[src/rtl/tlbrf_pkg.sv]
// Shared widths, tags and encodings for the regime-filtered flush engine.
package tlbrf_pkg;
    parameter int VMID_W = 8;
    parameter int ASID_W = 8;
    parameter int PAGE_W = 20;
    parameter int EC_W   = 6;
    parameter logic [EC_W-1:0] EC_SYSOP_TRAP = 6'h18;

    typedef enum logic [1:0] {
        RG_S_EL10  = 2'd0,
        RG_NS_EL10 = 2'd1,
        RG_EL2     = 2'd2,
        RG_EL3     = 2'd3
    } regime_e;

    typedef struct packed {
        regime_e           regime;
        logic [VMID_W-1:0] vmid;
        logic [ASID_W-1:0] asid;
        logic              is_global;
        logic              stage2;
        logic [1:0]        level;
        logic [PAGE_W-1:0] page;
    } entry_t;

    typedef struct packed {
        logic [1:0] op0;
        logic [2:0] op1;
        logic [3:0] crn;
        logic [3:0] crm;
        logic [2:0] op2;
        logic [4:0] rt;
    } sysop_t;
endpackage

[src/rtl/tlbrf_gate.sv]
// Privilege gate: recognises the flush encoding and decides between
// performing the sweep, trapping to EL2 or flagging undefined.
// Assumes cur_el holds the numeric exception level. The sweep request is
// combinational; the fault flags are registered one-cycle pulses.
module tlbrf_gate
    import tlbrf_pkg::*;
(
    input  logic                 clk,
    input  logic                 rst_n,
    input  logic                 cmd_valid,
    input  sysop_t               op,
    input  logic [1:0]           cur_el,
    input  logic                 el2_en,
    input  logic                 nv_bit,
    output logic                 sweep,
    output logic                 undef_o,
    output logic                 trap_o,
    output logic [EC_W-1:0]      trap_ec
);
    logic enc_ok;
    logic go;
    logic trap_n;
    logic undef_n;

    // Purpose: match the fixed field pattern; rt is deliberately not compared.
    always_comb begin
        enc_ok = (op.op0 == 2'b01) && (op.op1 == 3'b100) && (op.crn == 4'b1000)
              && (op.crm == 4'b0111) && (op.op2 == 3'b100);
        go     = cmd_valid && enc_ok;
    end

    // Purpose: split a recognised command into execute, trap or undefined.
    always_comb begin
        sweep   = go && cur_el[1];
        trap_n  = go && (cur_el == 2'd1) && el2_en && nv_bit;
        undef_n = go && !cur_el[1] && !trap_n;
    end

    // Purpose: register the fault pulses and the syndrome class.
    always_ff @(posedge clk) begin
        if (!rst_n) begin
            undef_o <= 1'b0;
            trap_o  <= 1'b0;
            trap_ec <= '0;
        end else begin
            undef_o <= undef_n;
            trap_o  <= trap_n;
            trap_ec <= trap_n ? EC_SYSOP_TRAP : '0;
        end
    end

    // fault flags are exclusive
    a_r11_fault_exclusive: assert property (@(posedge clk) disable iff (!rst_n)
        !(undef_o && trap_o));
    // a trap always carries the system-operation syndrome class
    a_r4_trap_class: assert property (@(posedge clk) disable iff (!rst_n)
        trap_o |-> (trap_ec == EC_SYSOP_TRAP));
    // a fault flag follows a command cycle that did not sweep
    a_r3_fault_needs_cmd: assert property (@(posedge clk) disable iff (!rst_n)
        (undef_o || trap_o) |-> ($past(cmd_valid) && !$past(sweep)));
endmodule

[src/rtl/tlbrf_array.sv]
// Fully associative entry store with single-cycle regime sweep.
// Assumes the gate raises sweep for one cycle per accepted command; a fill
// in that cycle is dropped. Lookup is combinational over all slots.
module tlbrf_array
    import tlbrf_pkg::*;
#(
    parameter int ENTRIES = 16,
    localparam int IDX_W  = $clog2(ENTRIES)
) (
    input  logic              clk,
    input  logic              rst_n,
    input  logic              sweep,
    input  logic              ns_sel,
    input  logic              fill_valid,
    input  logic [IDX_W-1:0]  fill_idx,
    input  entry_t            fill_ent,
    input  regime_e           look_regime,
    input  logic [VMID_W-1:0] look_vmid,
    input  logic [ASID_W-1:0] look_asid,
    input  logic [PAGE_W-1:0] look_page,
    output logic              look_hit,
    output logic              done_o
);
    entry_t             ent_q [ENTRIES];
    logic [ENTRIES-1:0] valid_q;
    logic [ENTRIES-1:0] tgt_mask;
    logic [ENTRIES-1:0] hit_vec;
    regime_e            target;

    // Purpose: choose which EL1&0 regime the sweep removes.
    always_comb target = ns_sel ? RG_NS_EL10 : RG_S_EL10;

    for (genvar g = 0; g < ENTRIES; g++) begin : g_slot
        // Purpose: per-slot sweep selection and lookup comparison.
        always_comb begin
            tgt_mask[g] = (ent_q[g].regime == target);
            hit_vec[g]  = valid_q[g] && (ent_q[g].regime == look_regime)
                       && (ent_q[g].vmid == look_vmid) && (ent_q[g].page == look_page)
                       && (ent_q[g].is_global || (ent_q[g].asid == look_asid));
        end
    end

    // Purpose: reduce slot hits into the lookup result.
    always_comb look_hit = |hit_vec;

    // Purpose: valid bits, cleared by reset or by the sweep, set by fills.
    always_ff @(posedge clk) begin
        if (!rst_n) begin
            valid_q <= '0;
        end else if (sweep) begin
            valid_q <= valid_q & ~tgt_mask;
        end else if (fill_valid) begin
            valid_q[fill_idx] <= 1'b1;
        end
    end

    // Purpose: entry payload storage, written only by non-sweep fills.
    always_ff @(posedge clk) begin
        if (!sweep && fill_valid && rst_n) begin
            ent_q[fill_idx] <= fill_ent;
        end
    end

    // Purpose: completion pulse one cycle after the sweep.
    always_ff @(posedge clk) begin
        if (!rst_n) done_o <= 1'b0;
        else        done_o <= sweep;
    end

    // no entry of the swept regime remains valid
    a_r6_targets_gone: assert property (@(posedge clk) disable iff (!rst_n)
        sweep |=> ((valid_q & $past(tgt_mask)) == '0));
    // entries outside the swept regime keep their valid bits
    a_r8_others_kept: assert property (@(posedge clk) disable iff (!rst_n)
        sweep |=> ((valid_q & ~$past(tgt_mask)) == ($past(valid_q) & ~$past(tgt_mask))));
    // a fill alongside a sweep sets no valid bit
    a_r9_fill_dropped: assert property (@(posedge clk) disable iff (!rst_n)
        (sweep && fill_valid) |=> ((valid_q & ~$past(valid_q)) == '0));
    // completion only follows a sweep
    a_r5_done_after_sweep: assert property (@(posedge clk) disable iff (!rst_n)
        done_o |-> $past(sweep));
endmodule

[src/rtl/tlb_regime_flush.sv]
// Top: ties the privilege gate to the entry store. Port fields arrive as
// plain vectors and are packed into the shared types here.
module tlb_regime_flush
    import tlbrf_pkg::*;
#(
    parameter int ENTRIES = 16,
    localparam int IDX_W  = $clog2(ENTRIES)
) (
    input  logic              clk,
    input  logic              rst_n,
    input  logic              cmd_valid,
    input  logic [1:0]        cmd_op0,
    input  logic [2:0]        cmd_op1,
    input  logic [3:0]        cmd_crn,
    input  logic [3:0]        cmd_crm,
    input  logic [2:0]        cmd_op2,
    input  logic [4:0]        cmd_rt,
    input  logic [1:0]        cur_el,
    input  logic              el2_en,
    input  logic              nv_bit,
    input  logic              ns_sel,
    input  logic              fill_valid,
    input  logic [IDX_W-1:0]  fill_idx,
    input  logic [1:0]        fill_regime,
    input  logic [VMID_W-1:0] fill_vmid,
    input  logic [ASID_W-1:0] fill_asid,
    input  logic              fill_global,
    input  logic              fill_stage,
    input  logic [1:0]        fill_level,
    input  logic [PAGE_W-1:0] fill_page,
    input  logic [1:0]        look_regime,
    input  logic [VMID_W-1:0] look_vmid,
    input  logic [ASID_W-1:0] look_asid,
    input  logic [PAGE_W-1:0] look_page,
    output logic              look_hit,
    output logic              undef_o,
    output logic              trap_o,
    output logic [EC_W-1:0]   trap_ec,
    output logic              done_o
);
    sysop_t op;
    entry_t fill_ent;
    logic   sweep;

    // Purpose: pack the port fields into shared structures.
    always_comb begin
        op       = '{op0: cmd_op0, op1: cmd_op1, crn: cmd_crn, crm: cmd_crm,
                     op2: cmd_op2, rt: cmd_rt};
        fill_ent = '{regime: regime_e'(fill_regime), vmid: fill_vmid, asid: fill_asid,
                     is_global: fill_global, stage2: fill_stage, level: fill_level,
                     page: fill_page};
    end

    tlbrf_gate u_gate (
        .clk       (clk),
        .rst_n     (rst_n),
        .cmd_valid (cmd_valid),
        .op        (op),
        .cur_el    (cur_el),
        .el2_en    (el2_en),
        .nv_bit    (nv_bit),
        .sweep     (sweep),
        .undef_o   (undef_o),
        .trap_o    (trap_o),
        .trap_ec   (trap_ec)
    );

    tlbrf_array #(.ENTRIES(ENTRIES)) u_array (
        .clk         (clk),
        .rst_n       (rst_n),
        .sweep       (sweep),
        .ns_sel      (ns_sel),
        .fill_valid  (fill_valid),
        .fill_idx    (fill_idx),
        .fill_ent    (fill_ent),
        .look_regime (regime_e'(look_regime)),
        .look_vmid   (look_vmid),
        .look_asid   (look_asid),
        .look_page   (look_page),
        .look_hit    (look_hit),
        .done_o      (done_o)
    );

    // a completion never coincides with a fault flag
    a_r11_done_alone: assert property (@(posedge clk) disable iff (!rst_n)
        done_o |-> !(undef_o || trap_o));
endmodule

[config.mk]
export PLATFORM = sky130hd
export DESIGN_NAME = tlb_regime_flush
export DESIGN_NICKNAME = d
export VERILOG_FILES = /design/src/rtl/tlbrf_pkg.sv /design/src/rtl/tlbrf_gate.sv /design/src/rtl/tlbrf_array.sv /design/src/rtl/tlb_regime_flush.sv
export SDC_FILE = /design/constraint.sdc
export NUM_CORES = 1
export LEC_CHECK = 0
export ABC_CLOCK_PERIOD_IN_PS = 11650
export BUFFER_PORTS_ARGS = -buffer_cell sky130_fd_sc_hd__buf_2
export CORE_MARGIN = 1
export CORE_UTILIZATION = 69
export CTS_BUF_LIST = sky130_fd_sc_hd__clkbuf_2 sky130_fd_sc_hd__clkbuf_4 sky130_fd_sc_hd__clkbuf_8
export CTS_CLUSTER_DIAMETER = 40
export DETAILED_ROUTE_END_ITERATION = 7
export PLACE_DENSITY = 0.87
export SLEW_MARGIN = 10
export SYNTH_ARGS = -nofsm -noshare
export SYNTH_HDL_FRONTEND = slang
export SYNTH_HIERARCHICAL = 1
export SYNTH_SLANG_ARGS = --single-unit
[constraint.sdc]
create_clock -name clk -period 11.65 [get_ports clk]
set_clock_uncertainty 0.2 [all_clocks]
set_input_delay 2.33 -clock clk [delete_from_list [all_inputs] [get_ports clk]]
set_output_delay 2.33 -clock clk [all_outputs]
set_load 0.03 [all_outputs]
==> summary.md <==
| Metric | Value |
|---|---|
| Crit end category | output pin |
| Max FO, Critical Path | 16 |
| Hold path depth | 2 |
| # rows | 72 |
| Die ar. | 40590 um^2 |
| Final RePlAce weighted congestion | 0.8557 |
| Synth top area share | 0.6826 |
| 1st-pass router iterations | 5 |
| Worst-path cell chain | buf_2 -> xnor2_1 -> nand4_1 -> nor4_1 -> o211ai_1 -> o2111ai_1 -> or4_1 -> buf_2 |
| Die height | 201.5 um |
| WP data required | 9120 ps |
| Fmax | 128.3 MHz |
| Share of cells above drive strength 1 | 0.1620 |
| DRC Markers | 0 |
| Cell Pwr Density | 156.5 nW/um^2 |
| Final hold viol count | 0 |
| Final nets | 1925 |
| Least-Margin Pin Slew | 1277 ps |
| Slowest CP cell | nor4_1 |
| TritonCTS Sinks | 643 |
| Grt total ovfl | 0 |
| H-tree levels | 3 |
| Inserted Clock Buffers | 96 |
| Critical Path Stages | 8 |
| Period minus WS final | 7792 ps |
| Cts hold-fix bufs | 0 |
| Ranking of synthesized cells by area | edfxtp_1 68%, xnor2_1 17%, nand4_1 3.0% |
| Worst slew margin | 0.1465 |
| Final setup viols | 0 |
| Leakage power | 9.050 nW |
| Cell area after synthesis | 27450 um^2 |
| DR vias | 16043 |
| Vias in the first global route | 16060 |
| All-Layer GR Usage | 0.3759 |
| Port Buffers | 111 |
| Area leader, netlist | edfxtp_1 |
| Power Total | 4.666 mW |
| Worst setup SP type | input pin |
| Ys flop type | edfxtp_1 |
| Boundary pin count | 124 |
| CTS tree | yes |
| Status | completed |
| P&R area growth vs syn | 8.573% |
| Worst vdd ir | 0.1418 mV |
| Synth Instances | 1677 |
| Number of filler cells placed in the layout | 2047 |
| Worst Path Buf+Inv | 2 |
| Number of synthesized flops with an enable pin | 624 |
| Seq/Total Area, Yosys | 0.6964 |
| Post-CTS Setup Inserts | 0 |
| Crit path DAT | 5260 ps |
| Crit-path max cell delay | 910 ps |
| Root buffer cell | clkbuf_8 |
| Wire length per cell | 31.43 um |
| Post-cts gate resize count | 0 |
| Synth Warn # | 6 |
| Worst Reg-to-Reg Cells | 3 |
| Initial core utilization | 0.7054 |
| Routed WL | 75.67 mm |
| Max cap viols | 0 |
| Fin. max-slew vios | 0 |
| Clock-pin transition on the worst setup and hold timing paths | 70 ps |
| Core Region | 38920 um^2 |
| Setup Crit Path Kind | in -> out |
| Hold Crit Class | reg -> reg |
| DR iter-0 viols | 2495 |
| Post-synth ARST share | 0 |
| Clk buf depth | 3 |
| Routed vias/inst | 6.662 |
| Avg Inst Size Synth | 16.37 um^2 |
| Initial antenna violation count | 1 |
| Post-route ant nets | 0 |
| Top Family by Delay on Critical Path | simple AND/OR/NAND/NOR gates |
| DP HPWL | 42.21 mm |
| Largest net degree at the start of global routing | 41 |
| Netlist cell types | 39 |
| Fin crit share | 0.6688 |
| Clk_lat worst skew | 650 ps |
| First-pass GRT wire length | 106.0 mm |
| Crit path top cell by count | buf_2 |
| Unrepaired setup endpoints after global routing | no |
| Setup TNS | 0 ps |
| Register bit count reported by yosys | 643 |
| DIE WIDTH | 201.5 um |
[worst min-delay path, delay by kind of cell, from the launching register on]
family | cells | cell delay [ps]
simple gates | 1 | 80
flops | 1 | 330
compound gates | 1 | 50
[Yosys cell counts (all sizes together) (9+ instances only)]
cell      n
xor2     85
nor4     50
dfxtp    19
o211ai   12
edfxtp  624
xnor2   539
o21ai     9
a21oi    11
nand3    15
nor2     40
nand2b   10
nand4   133
buf      83
[cell usage in the layout, fill, tap and decap left out, types with 4 or more instances in the layout]
cell type,instances
edfxtp_1,624
xnor2_1,539
nand4_1,133
buf_2,111
clkbuf_8,100
xor2_1,85
nor4_1,48
clkbuf_4,40
nor2_1,24
clkinv_1,23
dfxtp_1,19
nor2_4,16
nand3_1,15
a21oi_1,11
nand2b_1,10
clkinv_2,9
o21ai_0,9
buf_4,9
o211ai_1,7
nand3b_1,7
a31o_2,7
nand2_1,6
o211ai_2,5
o2111ai_1,4
conb_1,4
[routing by layer]
metal,GRT usage,part of all wire
met4,0.2156,0.061
met3,0.09961,0.15
met1,0.4854,0.33
met5,0,0
met2,0.5824,0.46
[area by class of cell]
type,instances,area [um^2],share of cell area
multi-input cells,949,7571,0.2540
repair buffers,120,623.1,0.02091
flip-flops and latches,643,19120,0.6414
inverters,1,3.754,0.0001259
clock buffers,140,1677,0.05625
diodes,1,2.502,0.00008396
well taps,518,648.1,0.02174
clock inverters,36,162.7,0.005457
[state kept, by name (all words and copies together), names as in the netlist]
register	flops
u_gate/trap_ec	1
u_array/ent_q	624
u_array/valid_q	16
u_gate/undef_o	1
u_array/done_o	1
[logic make-up after synthesis]
logic type	synth area share
AO/OA/AOI/OAI	0.01180
XOR/XNOR	0.1991
buffers and inverters	0.03281
flip-flops	0.6964
other	0.0001366
AND/OR/NAND/NOR	0.05975
[final timing paths]
check,to,slack (ps),from
worst max-delay path,look_hit,3860,look_page[15]
worst min-delay path,u_array/valid_q[7],290,u_array/valid_q[7]
worst max register to register,u_array/valid_q[0],10380,u_array/ent_q[0][40]
worst min register to register,u_array/valid_q[7],290,u_array/valid_q[7]
[through the flow]
step | hold slack, ps | std cells | utilization | area, um^2 | worst slack, ps
6_report | 290.9 | 2408 | 0.7659 | 29810 | 3858
5_1_grt | 311.7 | 2408 | 0.7659 | 29810 | 3948
4_1_cts | 290.6 | 2407 | 0.7658 | 29800 | 4077
3_5_place_dp | 274.4 | 2231 | 0.7186 | 27960 | 4087
3_3_place_gp | 257.9 | 2231 | 0.7186 | 27960 | 4096
2_1_floorplan | 236.4 | 1680 | - | 27460 | 5377
[report_power, final]
group / total (mW) / leakage (nW) / internal, mW / switching, mW
logic: 0.325 / 2.30 / 0.100 / 0.224
clock network: 1.76 / 0.979 / 0.922 / 0.841
registers: 2.58 / 5.78 / 2.57 / 0.0125
total: 4.67 / 9.05 / 3.59 / 1.08
(Power assumes the default switching activity.)
